===== src/rtl/pkr_pkg.sv =====
package pkr_pkg;

  localparam int NUM_CH = 2;
  localparam int WORD_W = 16;

  typedef enum logic [2:0] {
    SQ_ST_HI = 3'd0,
    SQ_ST_LO = 3'd1,
    SQ_PK0   = 3'd2,
    SQ_PK1   = 3'd3,
    SQ_PK2   = 3'd4,
    SQ_PK3   = 3'd5,
    SQ_DONE  = 3'd6
  } seq_pos_t;

  function automatic logic [7:0] status_hi(input logic [3:0] bitrate,
                                           input logic [1:0] rate,
                                           input logic       rdy_set,
                                           input logic       rdy_ext);
    return {bitrate, rate, rdy_set, rdy_ext};
  endfunction

  function automatic logic [7:0] status_lo(input logic [1:0] emph,
                                           input logic [5:0] misc);
    return {emph, misc};
  endfunction

endpackage


===== src/rtl/pkr_chan_acc.sv =====
module pkr_chan_acc #(
  parameter int MAG_W = 16,
  parameter int PK_W  = 15
) (
  input  logic             clk,
  input  logic             rst_n,
  input  logic             hit,
  input  logic [MAG_W-1:0] mag,
  input  logic             clr,
  output logic [PK_W-1:0]  acc_val,
  output logic             acc_seen,
  output logic [PK_W-1:0]  take_val,
  output logic             take_seen
);

  logic [PK_W-1:0] mag_sat;

  function automatic logic [PK_W-1:0] peak_max(input logic [PK_W-1:0] a,
                                               input logic [PK_W-1:0] b);
    return (a > b) ? a : b;
  endfunction

  generate
    if (MAG_W > PK_W) begin : g_sat
      localparam logic [MAG_W-1:0] LIMIT = MAG_W'((64'd1 << PK_W) - 64'd1);
      assign mag_sat = (mag > LIMIT) ? LIMIT[PK_W-1:0] : mag[PK_W-1:0];
    end else begin : g_pass
      assign mag_sat = PK_W'(mag);
    end
  endgenerate

  assign take_seen = acc_seen | hit;
  assign take_val  = hit ? peak_max(acc_val, mag_sat) : acc_val;

  always_ff @(posedge clk or negedge rst_n) begin
    if (!rst_n) begin
      acc_val  <= '0;
      acc_seen <= 1'b0;
    end else if (clr) begin
      acc_val  <= '0;
      acc_seen <= 1'b0;
    end else if (hit) begin
      acc_val  <= take_val;
      acc_seen <= 1'b1;
    end
  end

  // the running peak never drops between clears
  a_r7_never_below: assert property (@(posedge clk) disable iff (!rst_n)
    (acc_seen && !clr) |=> (acc_val >= $past(acc_val)));

  // a move empties the running peak
  a_r8_clear_on_move: assert property (@(posedge clk) disable iff (!rst_n)
    clr |=> (!acc_seen && acc_val == '0));

endmodule


===== src/rtl/pkr_snapshot.sv =====
module pkr_snapshot
  import pkr_pkg::*;
#(
  parameter int PK_W = 15
) (
  input  logic                              clk,
  input  logic                              rst_n,
  input  logic                              col_tick,
  input  logic                              arm,
  input  logic                              freeze,
  input  logic [NUM_CH-1:0][PK_W-1:0]       take_val,
  input  logic [NUM_CH-1:0]                 take_seen,
  output logic [NUM_CH-1:0][WORD_W-1:0]     snap_word,
  output logic                              xfer,
  output logic                              want
);

  function automatic logic [WORD_W-1:0] pack_word(input logic [PK_W-1:0] val,
                                                  input logic            seen);
    return seen ? WORD_W'({val, 1'b1}) : '0;
  endfunction

  assign xfer = col_tick && want && !freeze;

  always_ff @(posedge clk or negedge rst_n) begin
    if (!rst_n) begin
      want <= 1'b1;
    end else if (arm) begin
      want <= 1'b1;
    end else if (xfer) begin
      want <= 1'b0;
    end
  end

  for (genvar c = 0; c < NUM_CH; c++) begin : g_word
    always_ff @(posedge clk or negedge rst_n) begin
      if (!rst_n) begin
        snap_word[c] <= '0;
      end else if (xfer) begin
        snap_word[c] <= pack_word(take_val[c], take_seen[c]);
      end
    end

    // an empty channel leaves an all-zero word
    a_r10_empty_word: assert property (@(posedge clk) disable iff (!rst_n)
      (xfer && !take_seen[c]) |=> (snap_word[c] == '0));

    // a filled channel carries its valid flag in bit 0
    a_r6_flag_set: assert property (@(posedge clk) disable iff (!rst_n)
      (xfer && take_seen[c]) |=> snap_word[c][0]);
  end

  // no move while a peak read is underway
  a_r11_frozen: assert property (@(posedge clk) disable iff (!rst_n)
    freeze |=> $stable(snap_word));

  // without a column tick the snapshot is unchanged
  a_r9_hold_no_tick: assert property (@(posedge clk) disable iff (!rst_n)
    !col_tick |=> $stable(snap_word));

  // a move consumes the pending request
  a_r8_want_clears: assert property (@(posedge clk) disable iff (!rst_n)
    xfer |=> !want);

endmodule


===== src/rtl/pkr_rd_seq.sv =====
module pkr_rd_seq
  import pkr_pkg::*;
(
  input  logic                          clk,
  input  logic                          rst_n,
  input  logic                          addr_wr,
  input  logic                          rd_stb,
  input  logic [7:0]                    stat_hi,
  input  logic [7:0]                    stat_lo,
  input  logic [NUM_CH-1:0][WORD_W-1:0] snap_word,
  output logic [7:0]                    rd_data,
  output seq_pos_t                      pos,
  output logic                          arm,
  output logic                          freeze
);

  logic accept;

  function automatic logic [7:0] pick_byte(input seq_pos_t p,
                                           input logic [7:0] hi,
                                           input logic [7:0] lo,
                                           input logic [NUM_CH-1:0][WORD_W-1:0] w);
    case (p)
      SQ_ST_HI: return hi;
      SQ_ST_LO: return lo;
      SQ_PK0:   return w[0][7:0];
      SQ_PK1:   return w[0][15:8];
      SQ_PK2:   return w[1][7:0];
      SQ_PK3:   return w[1][15:8];
      default:  return 8'h00;
    endcase
  endfunction

  assign accept = rd_stb && !addr_wr;
  assign arm    = accept && (pos == SQ_PK0);
  assign freeze = arm || (pos == SQ_PK1) || (pos == SQ_PK2) || (pos == SQ_PK3);

  always_ff @(posedge clk or negedge rst_n) begin
    if (!rst_n) begin
      pos <= SQ_ST_HI;
    end else if (addr_wr) begin
      pos <= SQ_ST_HI;
    end else if (accept && pos != SQ_DONE) begin
      pos <= seq_pos_t'(pos + 3'd1);
    end
  end

  always_ff @(posedge clk or negedge rst_n) begin
    if (!rst_n) begin
      rd_data <= 8'h00;
    end else if (accept) begin
      rd_data <= pick_byte(pos, stat_hi, stat_lo, snap_word);
    end
  end

  // an address write rewinds the sequence
  a_r1_rewind: assert property (@(posedge clk) disable iff (!rst_n)
    addr_wr |=> (pos == SQ_ST_HI));

  // each accepted read moves one step
  a_r2_advance: assert property (@(posedge clk) disable iff (!rst_n)
    (accept && pos != SQ_DONE) |=> (3'(pos) == 3'($past(pos)) + 3'd1));

  // the end position holds and returns zero
  a_r3_end_holds: assert property (@(posedge clk) disable iff (!rst_n)
    (pos == SQ_DONE && !addr_wr) |=> (pos == SQ_DONE));
  a_r3_end_zero: assert property (@(posedge clk) disable iff (!rst_n)
    (pos == SQ_DONE && accept) |=> (rd_data == 8'h00));

  // the output byte only changes on an accepted read
  a_r12_hold: assert property (@(posedge clk) disable iff (!rst_n)
    !accept |=> $stable(rd_data));

endmodule


===== src/rtl/pkr_readout.sv =====
module pkr_readout
  import pkr_pkg::*;
#(
  parameter int MAG_W = 16,
  parameter int PK_W  = 15
) (
  input  logic             clk,
  input  logic             rst_n,
  input  logic             addr_wr,
  input  logic             rd_stb,
  input  logic             col_tick,
  input  logic             smp_valid,
  input  logic             smp_chan,
  input  logic [MAG_W-1:0] smp_mag,
  input  logic [3:0]       st_bitrate,
  input  logic [1:0]       st_rate,
  input  logic             st_rdy_set,
  input  logic             st_rdy_ext,
  input  logic [1:0]       st_emph,
  input  logic [5:0]       st_misc,
  output logic [7:0]       rd_data
);

  logic [NUM_CH-1:0][PK_W-1:0]   acc_val;
  logic [NUM_CH-1:0]             acc_seen;
  logic [NUM_CH-1:0][PK_W-1:0]   take_val;
  logic [NUM_CH-1:0]             take_seen;
  logic [NUM_CH-1:0][WORD_W-1:0] snap_word;
  logic                          xfer;
  logic                          want;
  logic                          arm;
  logic                          freeze;
  seq_pos_t                      pos;
  logic [7:0]                    stat_hi;
  logic [7:0]                    stat_lo;

  assign stat_hi = status_hi(st_bitrate, st_rate, st_rdy_set, st_rdy_ext);
  assign stat_lo = status_lo(st_emph, st_misc);

  for (genvar c = 0; c < NUM_CH; c++) begin : g_ch
    logic hit;
    assign hit = smp_valid && (smp_chan == c[0]);

    pkr_chan_acc #(.MAG_W(MAG_W), .PK_W(PK_W)) u_acc (
      .clk       (clk),
      .rst_n     (rst_n),
      .hit       (hit),
      .mag       (smp_mag),
      .clr       (xfer),
      .acc_val   (acc_val[c]),
      .acc_seen  (acc_seen[c]),
      .take_val  (take_val[c]),
      .take_seen (take_seen[c])
    );
  end

  pkr_snapshot #(.PK_W(PK_W)) u_snap (
    .clk       (clk),
    .rst_n     (rst_n),
    .col_tick  (col_tick),
    .arm       (arm),
    .freeze    (freeze),
    .take_val  (take_val),
    .take_seen (take_seen),
    .snap_word (snap_word),
    .xfer      (xfer),
    .want      (want)
  );

  pkr_rd_seq u_seq (
    .clk       (clk),
    .rst_n     (rst_n),
    .addr_wr   (addr_wr),
    .rd_stb    (rd_stb),
    .stat_hi   (stat_hi),
    .stat_lo   (stat_lo),
    .snap_word (snap_word),
    .rd_data   (rd_data),
    .pos       (pos),
    .arm       (arm),
    .freeze    (freeze)
  );

  // a move only happens with a pending request
  a_r8_move_needs_want: assert property (@(posedge clk) disable iff (!rst_n)
    (col_tick && !want) |=> $stable(snap_word));

endmodule


===== config.mk =====
export PLATFORM = sky130hd
export DESIGN_NAME = pkr_readout
export DESIGN_NICKNAME = d
export VERILOG_FILES = /design/src/rtl/pkr_pkg.sv /design/src/rtl/pkr_chan_acc.sv /design/src/rtl/pkr_snapshot.sv /design/src/rtl/pkr_rd_seq.sv /design/src/rtl/pkr_readout.sv
export SDC_FILE = /design/constraint.sdc
export NUM_CORES = 1
export LEC_CHECK = 0
export BUFFER_PORTS_ARGS = -buffer_cell sky130_fd_sc_hd__buf_2
export CORE_AREA = 2 2 98 100
export DETAILED_ROUTE_END_ITERATION = 10
export DIE_AREA = 0 0 100 102
export PLACE_DENSITY = 0.68
export SKIP_LAST_GASP = 1
export SYNTH_ARGS = -nofsm -noshare
export SYNTH_HDL_FRONTEND = slang
export SYNTH_SLANG_ARGS = --single-unit

===== constraint.sdc =====
create_clock -name clk -period 3.3 [get_ports clk]
set_input_delay 0.165 -clock clk [delete_from_list [all_inputs] [get_ports clk]]
set_output_delay 0.165 -clock clk [all_outputs]
set_load 0.03 [all_outputs]

# [Word level (Yosys, flattened, before mapping)]
# Cells that the tools add are included.
[classes] n_mul=0 n_shift=0 n_reduce_logical=17 n_addsub=1 muxes=20 bitwise_logic=3 n_div=0 magnitude_cmp=3 eq_ne=6
[ops] operator="two-way mux 15 bit" count=9
[ops] operator="case mux 8 bit (6 select lines)" count=1
[ops] operator="two-way mux 16 bit" count=2
[ops] operator="greater-than comparator 15 bit" count=2
[ops] operator="greater-than comparator 16 x 15 -> 1 bit, second input constant" count=1
[ops] operator="nonzero test 2 bit" count=4
[ops] operator="logical AND 1 bit" count=7
[ops] operator="== test 3 x 2 -> 1 bit, second input constant" count=2
[ops] operator="== test 3 bit, second input constant" count=2
[ops] operator="two-way mux 1 bit" count=6
[ops] operator="two-way mux 3 bit" count=2
[ops] operator="adder 3 x 1 -> 3 bit, second input constant" count=1
[ops] operator="== test 3 x 1 -> 1 bit, second input constant" count=1
[ops] operator="zero test 3 bit" count=1
[ops] operator="logical OR 1 bit" count=3
[ops] operator="inequality test 3 bit, second input constant" count=1
[ops] operator="zero test 1 bit" count=2
[ops] operator="OR 1 bit" count=2
[ops] operator="NOT 1 bit" count=1
[word_totals] rom_bits=0 mem_bits_rw=0 input_bits=39 n_memories=0 reg_bits=76 wordCells=59 latch_bits=0 out_inout_bits=8

# [Depth between registers and ports, before layout]
[depth] depth_word=10 ltp_mapped=14 depth_no_buf=9

# [Modules after synthesis]
# Synthesis repeated with hierarchy kept, for this count alone.
[hier_totals] cells_unflattened=539 area_unflattened_um2=5257.5
[modules_own_cells] mod="pkr_chan_acc" instances=2 cells_each=157 area_per_inst_um2=1447.6
[modules_own_cells] mod="pkr_snapshot" instances=1 cells_each=134 area_per_inst_um2=1476.4
[modules_own_cells] mod="pkr_rd_seq" instances=1 cells_each=89 area_per_inst_um2=869.6
[modules_own_cells] mod="pkr_readout" instances=1 cells_each=2 area_per_inst_um2=16.3

# [Least setup slack after synthesis]
# No wires, ideal clock.
[synth_timing] kind="in2reg" start="input smp_mag[15]" end="register u_snap.snap_word[10] in the netlist's numbering" stages=13 arrival_time_ns=2.745 n_path_buf=4 path_slack_ns=0.479 cell_sequence="buf_4 > buf_2 > buf_1 > nor2_1 > ha_1 > a31oi_1 > nor3b_1 > nor3b_1 > nand4_1 > o211ai_4 > buf_12 > mux2_4 > o21ai_1"
[synth_between] elab_chain_cells=6
[synth_lines] element="start: declaration" line_no="pkr_readout.sv:14" text="input logic [MAG_W-1:0] smp_mag,"
[synth_lines] element="greater-than comparator 16 x 15 -> 1 bit (*)" line_no="pkr_chan_acc.sv:26" text="assign mag_sat = (mag > LIMIT) ? LIMIT[PK_W-1:0] : mag[PK_W-1:0];"
[synth_lines] element="two-way mux 15 bit (*)" line_no="pkr_chan_acc.sv:26"
[synth_lines] element="greater-than comparator 15 bit" line_no="pkr_chan_acc.sv:20" text="return (a > b) ? a : b;"
[synth_lines] element="two-way mux 15 bit (*)" line_no="pkr_chan_acc.sv:20"
[synth_lines] element="two-way mux 15 bit (*)" line_no="pkr_chan_acc.sv:33" text="assign take_val = hit ? peak_max(acc_val, mag_sat) : acc_val;"
[synth_lines] element="two-way mux 16 bit (*)" line_no="pkr_snapshot.sv:20" text="return seen ? WORD_W'({val, 1'b1}) : '0;"
[synth_lines] element="end signal: indexed assignment" line_no="pkr_snapshot.sv:40" text="snap_word[c] <= pack_word(take_val[c], take_seen[c]);"
[synth_lines] element="end: declaration" line_no="pkr_snapshot.sv:13" text="output logic [NUM_CH-1:0][WORD_W-1:0] snap_word,"
# Mark *: on every way between the ends. The rest lies on a longest branch, timed or not.
# A chain may end at the register's enable or synchronous reset.

# [Worst setup path after layout]
[layout_timing] start="register u_seq.pos[0]" end="register u_snap.snap_word[26] in the netlist's numbering"
[layout_between] elab_chain_cells=7
[layout_lines] element="start: declaration" line_no="pkr_rd_seq.sv:12" text="output seq_pos_t pos,"
[layout_lines] element="start signal: assignment" line_no="pkr_rd_seq.sv:44" text="pos <= seq_pos_t'(pos + 3'd1);"
[layout_lines] element="== test 3 x 2 -> 1 bit" line_no="pkr_rd_seq.sv:35" text="assign arm = accept && (pos == SQ_PK0);"
[layout_lines] element="logical AND 1 bit" line_no="pkr_rd_seq.sv:35"
[layout_lines] element="logical OR 1 bit (2 in series)" line_no="pkr_rd_seq.sv:36" text="assign freeze = arm || (pos == SQ_PK1) || (pos == SQ_PK2) || (pos == SQ_PK3);"
[layout_lines] element="logical OR 1 bit (*)" line_no="pkr_rd_seq.sv:36"
[layout_lines] element="zero test 1 bit (*)" line_no="pkr_snapshot.sv:23" text="assign xfer = col_tick && want && !freeze;"
[layout_lines] element="logical AND 1 bit (*)" line_no="pkr_snapshot.sv:23"
# Marks and branches as above.

==> impl_metrics.tcl <==
set metrics [dict create \
    drt_pass1_iterations 5 \
    final_common_cell "dfrtp_1" \
    antenna_found_initial 0 \
    ios 47 \
    synth_seq_area_share_pct 42.5 \
    slowest_delay_ns 0.51 \
    drcViolationCount 0 \
    ctsResizeCount 0 \
    dieHeight_um 102 \
    setup_violations 0 \
    grt_max_degree 77 \
    status "completed" \
    antenna_left 0 \
    root_buffer "clkbuf_8" \
    drt-wirelength-per-cell_um 18.0 \
    maxCapViolations 0 \
    finalHoldViolations 0 \
    viasPerCell 5.97 \
    required_ns 3.57 \
    drt_iter0_drc 258 \
    synthToLayoutAreaGrowth_pct 12.3 \
    fin_nets 592 \
    syn_nets 549 \
    path_cells "ha_1 -> o21ai_0 -> nand4b_1 -> a21o_1 -> nor2_1 -> o21ai_1 -> o221ai_1" \
    syn_inst 485 \
    drt-total-wl_um 11600 \
    num_vias 3842 \
    ir_drop_v 0.000367 \
    rsz0062_at_grt "false" \
    synth_top_area_cell "dfrtp_1" \
    power_mw 3.91 \
    holdCritStartpoint "addr_wr" \
    fin_crit_sh_pct 81.9 \
    chipWidth_um 100 \
    cts_max_path_buffers 2 \
    start_util_pct 49.2 \
    fin_skew_ns 0.00608 \
    cts_buffers 9 \
    synth_flop_cell "dfrtp_1" \
    grt_overflow_total 0 \
    core_area_um2 9110 \
    grt_usage_pct 24.4 \
    maxSlewHeadroom_pct 28.5 \
    cts.clk_slew.worst_paths_ns 0.08 \
    arrival_ns 2.97 \
    synth_seq_cells 76 \
    antennaDiodeCount 0 \
    yosys_warnings 0 \
    hold_class "in2reg" \
    syn_avg_cell_area_um2 9.24 \
    synth.distinct_cells 61 \
    dp_hpwl_um 8670 \
    syn-cell-area_um2 4480 \
    crit_buf_inv 0 \
    reg2reg_depth 7 \
    synthArstFlopShare_pct 100 \
    dieArea_um2 10200 \
    drive_gt1_share_pct 19.3 \
    p_per_area_nw_per_um2 778 \
    place_congestion 0.899 \
    worst_pin_slew_ns 1.06 \
    synth.top_cell.area_share_pct 41.9 \
    drv_slew 0 \
    ys_top_cells_by_area "dfrtp_1, ha_1, nor2_1" \
    hold_slack_ns 0.0263 \
    crit_type "reg2reg" \
    r2r_setup_slack_ns 0.60 \
    fmax_mhz 370 \
    rows 35 \
    endpoint_kind "flop" \
    grt_pass1_vias 3736 \
    startpoint_type "flop" \
    port_buffers 46 \
    final_cell_mix "dfrtp_1, nor2_1, nand2_1" \
    cts_tree "done" \
    rr_startpoint "u_seq.pos[0]$_DFFE_PN0P_" \
    r2r_end "u_snap.snap_word[26]$_DFFE_PN0P_" \
    htreeDepth 3 \
    fin_crit_ns 2.70 \
    hold_end "u_seq.pos[0]$_DFFE_PN0P_" \
    grt_pass1_wl_um 19200 \
    finalSetupTns_ns 0 \
    slowest_stage "nor2_1" \
    p_leak_nw 2.28 \
    clk_latency_ns 0.36 \
    synth_edf_count 0 \
    crit_family "compound AO/OA/AOI/OAI gates" \
    holdPathStages 2 \
    worst-path-max-fanout 14 \
    cts.sinks 76 \
]
==> per-layer routing <==
| layer | part of all wire, % | up-vias | track usage (%) | wire length, um |
|---|---|---|---|---|
| met2 | 46 | 143 | 38.6 | 5300 |
| met4 | 2.5 | 0 | 10.1 | 293 |
| met1 | 45 | 1841 | 34.1 | 5270 |
| met3 | 6.2 | 24 | 3.08 | 716 |
| met5 | 0 | - | 0 | 0 |
| li1 | - | 1834 | - | - |
==> worst max-delay path by stage <==
stage	startpoint	slack (ns)	end	cells past startpoint
floorplan	smp_mag[15]	0.48	u_snap.snap_word[10]$_DFFE_PN0P_	13
global placement	smp_mag[15]	0.54	u_snap.snap_word[30]$_DFFE_PN0P_	11
detailed placement	smp_mag[15]	0.49	u_snap.snap_word[30]$_DFFE_PN0P_	11
CTS	u_seq.pos[0]$_DFFE_PN0P_	0.62	u_snap.snap_word[27]$_DFFE_PN0P_	7
global route	u_seq.pos[1]$_DFFE_PN0P_	0.34	u_snap.snap_word[26]$_DFFE_PN0P_	8
finish	u_seq.pos[0]$_DFFE_PN0P_	0.60	u_snap.snap_word[26]$_DFFE_PN0P_	7
==> power breakdown <==
part	internal, mW	switching (mW)	total (mW)
Combinational	0.646	0.807	1.45
Sequential	1.34	0.376	1.72
Clock	0.376	0.369	0.745
==> logic make-up after synthesis <==
group           after synthesis  synth area share, %
fa+ha+maj                    26                 7.20
flops                        76                 42.5
simple gates                166                 17.3
xor+xnor                      5                0.977
compound gates              139                 20.9
buf+inv                      50                 4.94
mux                          23                 6.23
==> stage by stage <==
step / worst slack, ns / area (um2) / utilization, % / instances
after floorplan: 0.479 / 4480 / - / 485
after global placement: 0.535 / 4810 / 52.8 / 627
after detailed placement: 0.489 / 4810 / 52.8 / 627
after CTS: 0.615 / 5030 / 55.2 / 644
after global routing: 0.339 / 5030 / 55.2 / 644
final: 0.598 / 5030 / 55.2 / 644
==> state kept, by name, indices dropped and copies added, names as in the netlist <==
register,count
g_ch.u_acc.acc_val,30
u_seq.rd_data,8
g_ch.u_acc.acc_seen,2
u_snap.want,1
u_seq.pos,3
u_snap.snap_word,32
==> cells in the mapped netlist (2+ instances only) <==
master / count
or3_1: 2
o21a_1: 4
a21boi_1: 5
o221ai_1: 6
o2111ai_1: 6
nand4b_1: 2
nand2_1: 49
a211oi_1: 7
o21ai_1: 23
xnor2_1: 4
buf_1: 2
buf_2: 4
a22o_1: 2
nand2b_1: 13
a21oi_1: 18
clkbuf_1: 17
a21o_1: 3
a221oi_1: 4
nor3_1: 13
nand3_1: 13
a22oi_1: 4
a31oi_1: 3
nor2_2: 2
inv_1: 23
a222oi_1: 5
nor3b_1: 2
mux2i_1: 5
o21ai_0: 30
mux2_2: 11
dfrtp_1: 75
mux2_4: 7
ha_1: 25
nor2b_1: 8
and2_1: 2
a21boi_0: 3
nor2_1: 51
nand4_1: 4
a32oi_1: 4
o2111a_1: 2
==> cell type report <==
class / count / area, um2
Tap cell: 111 / 139
Fill cell: 828 / 4080
Multi-Input combinational cell: 359 / 2360
Timing Repair Buffer: 59 / 333
Clock buffer: 10 / 138
Inverter: 23 / 86.3
Clock inverter: 6 / 71.3
Sequential cell: 76 / 1900
==> timing repair <==
item | in CTS | in global routing
hold endpoints to repair | 22 | 0
buffers inserted | 0 | 0
hold buffers | 1 | 0
Note: power is estimated with default switching activity, not from simulation.
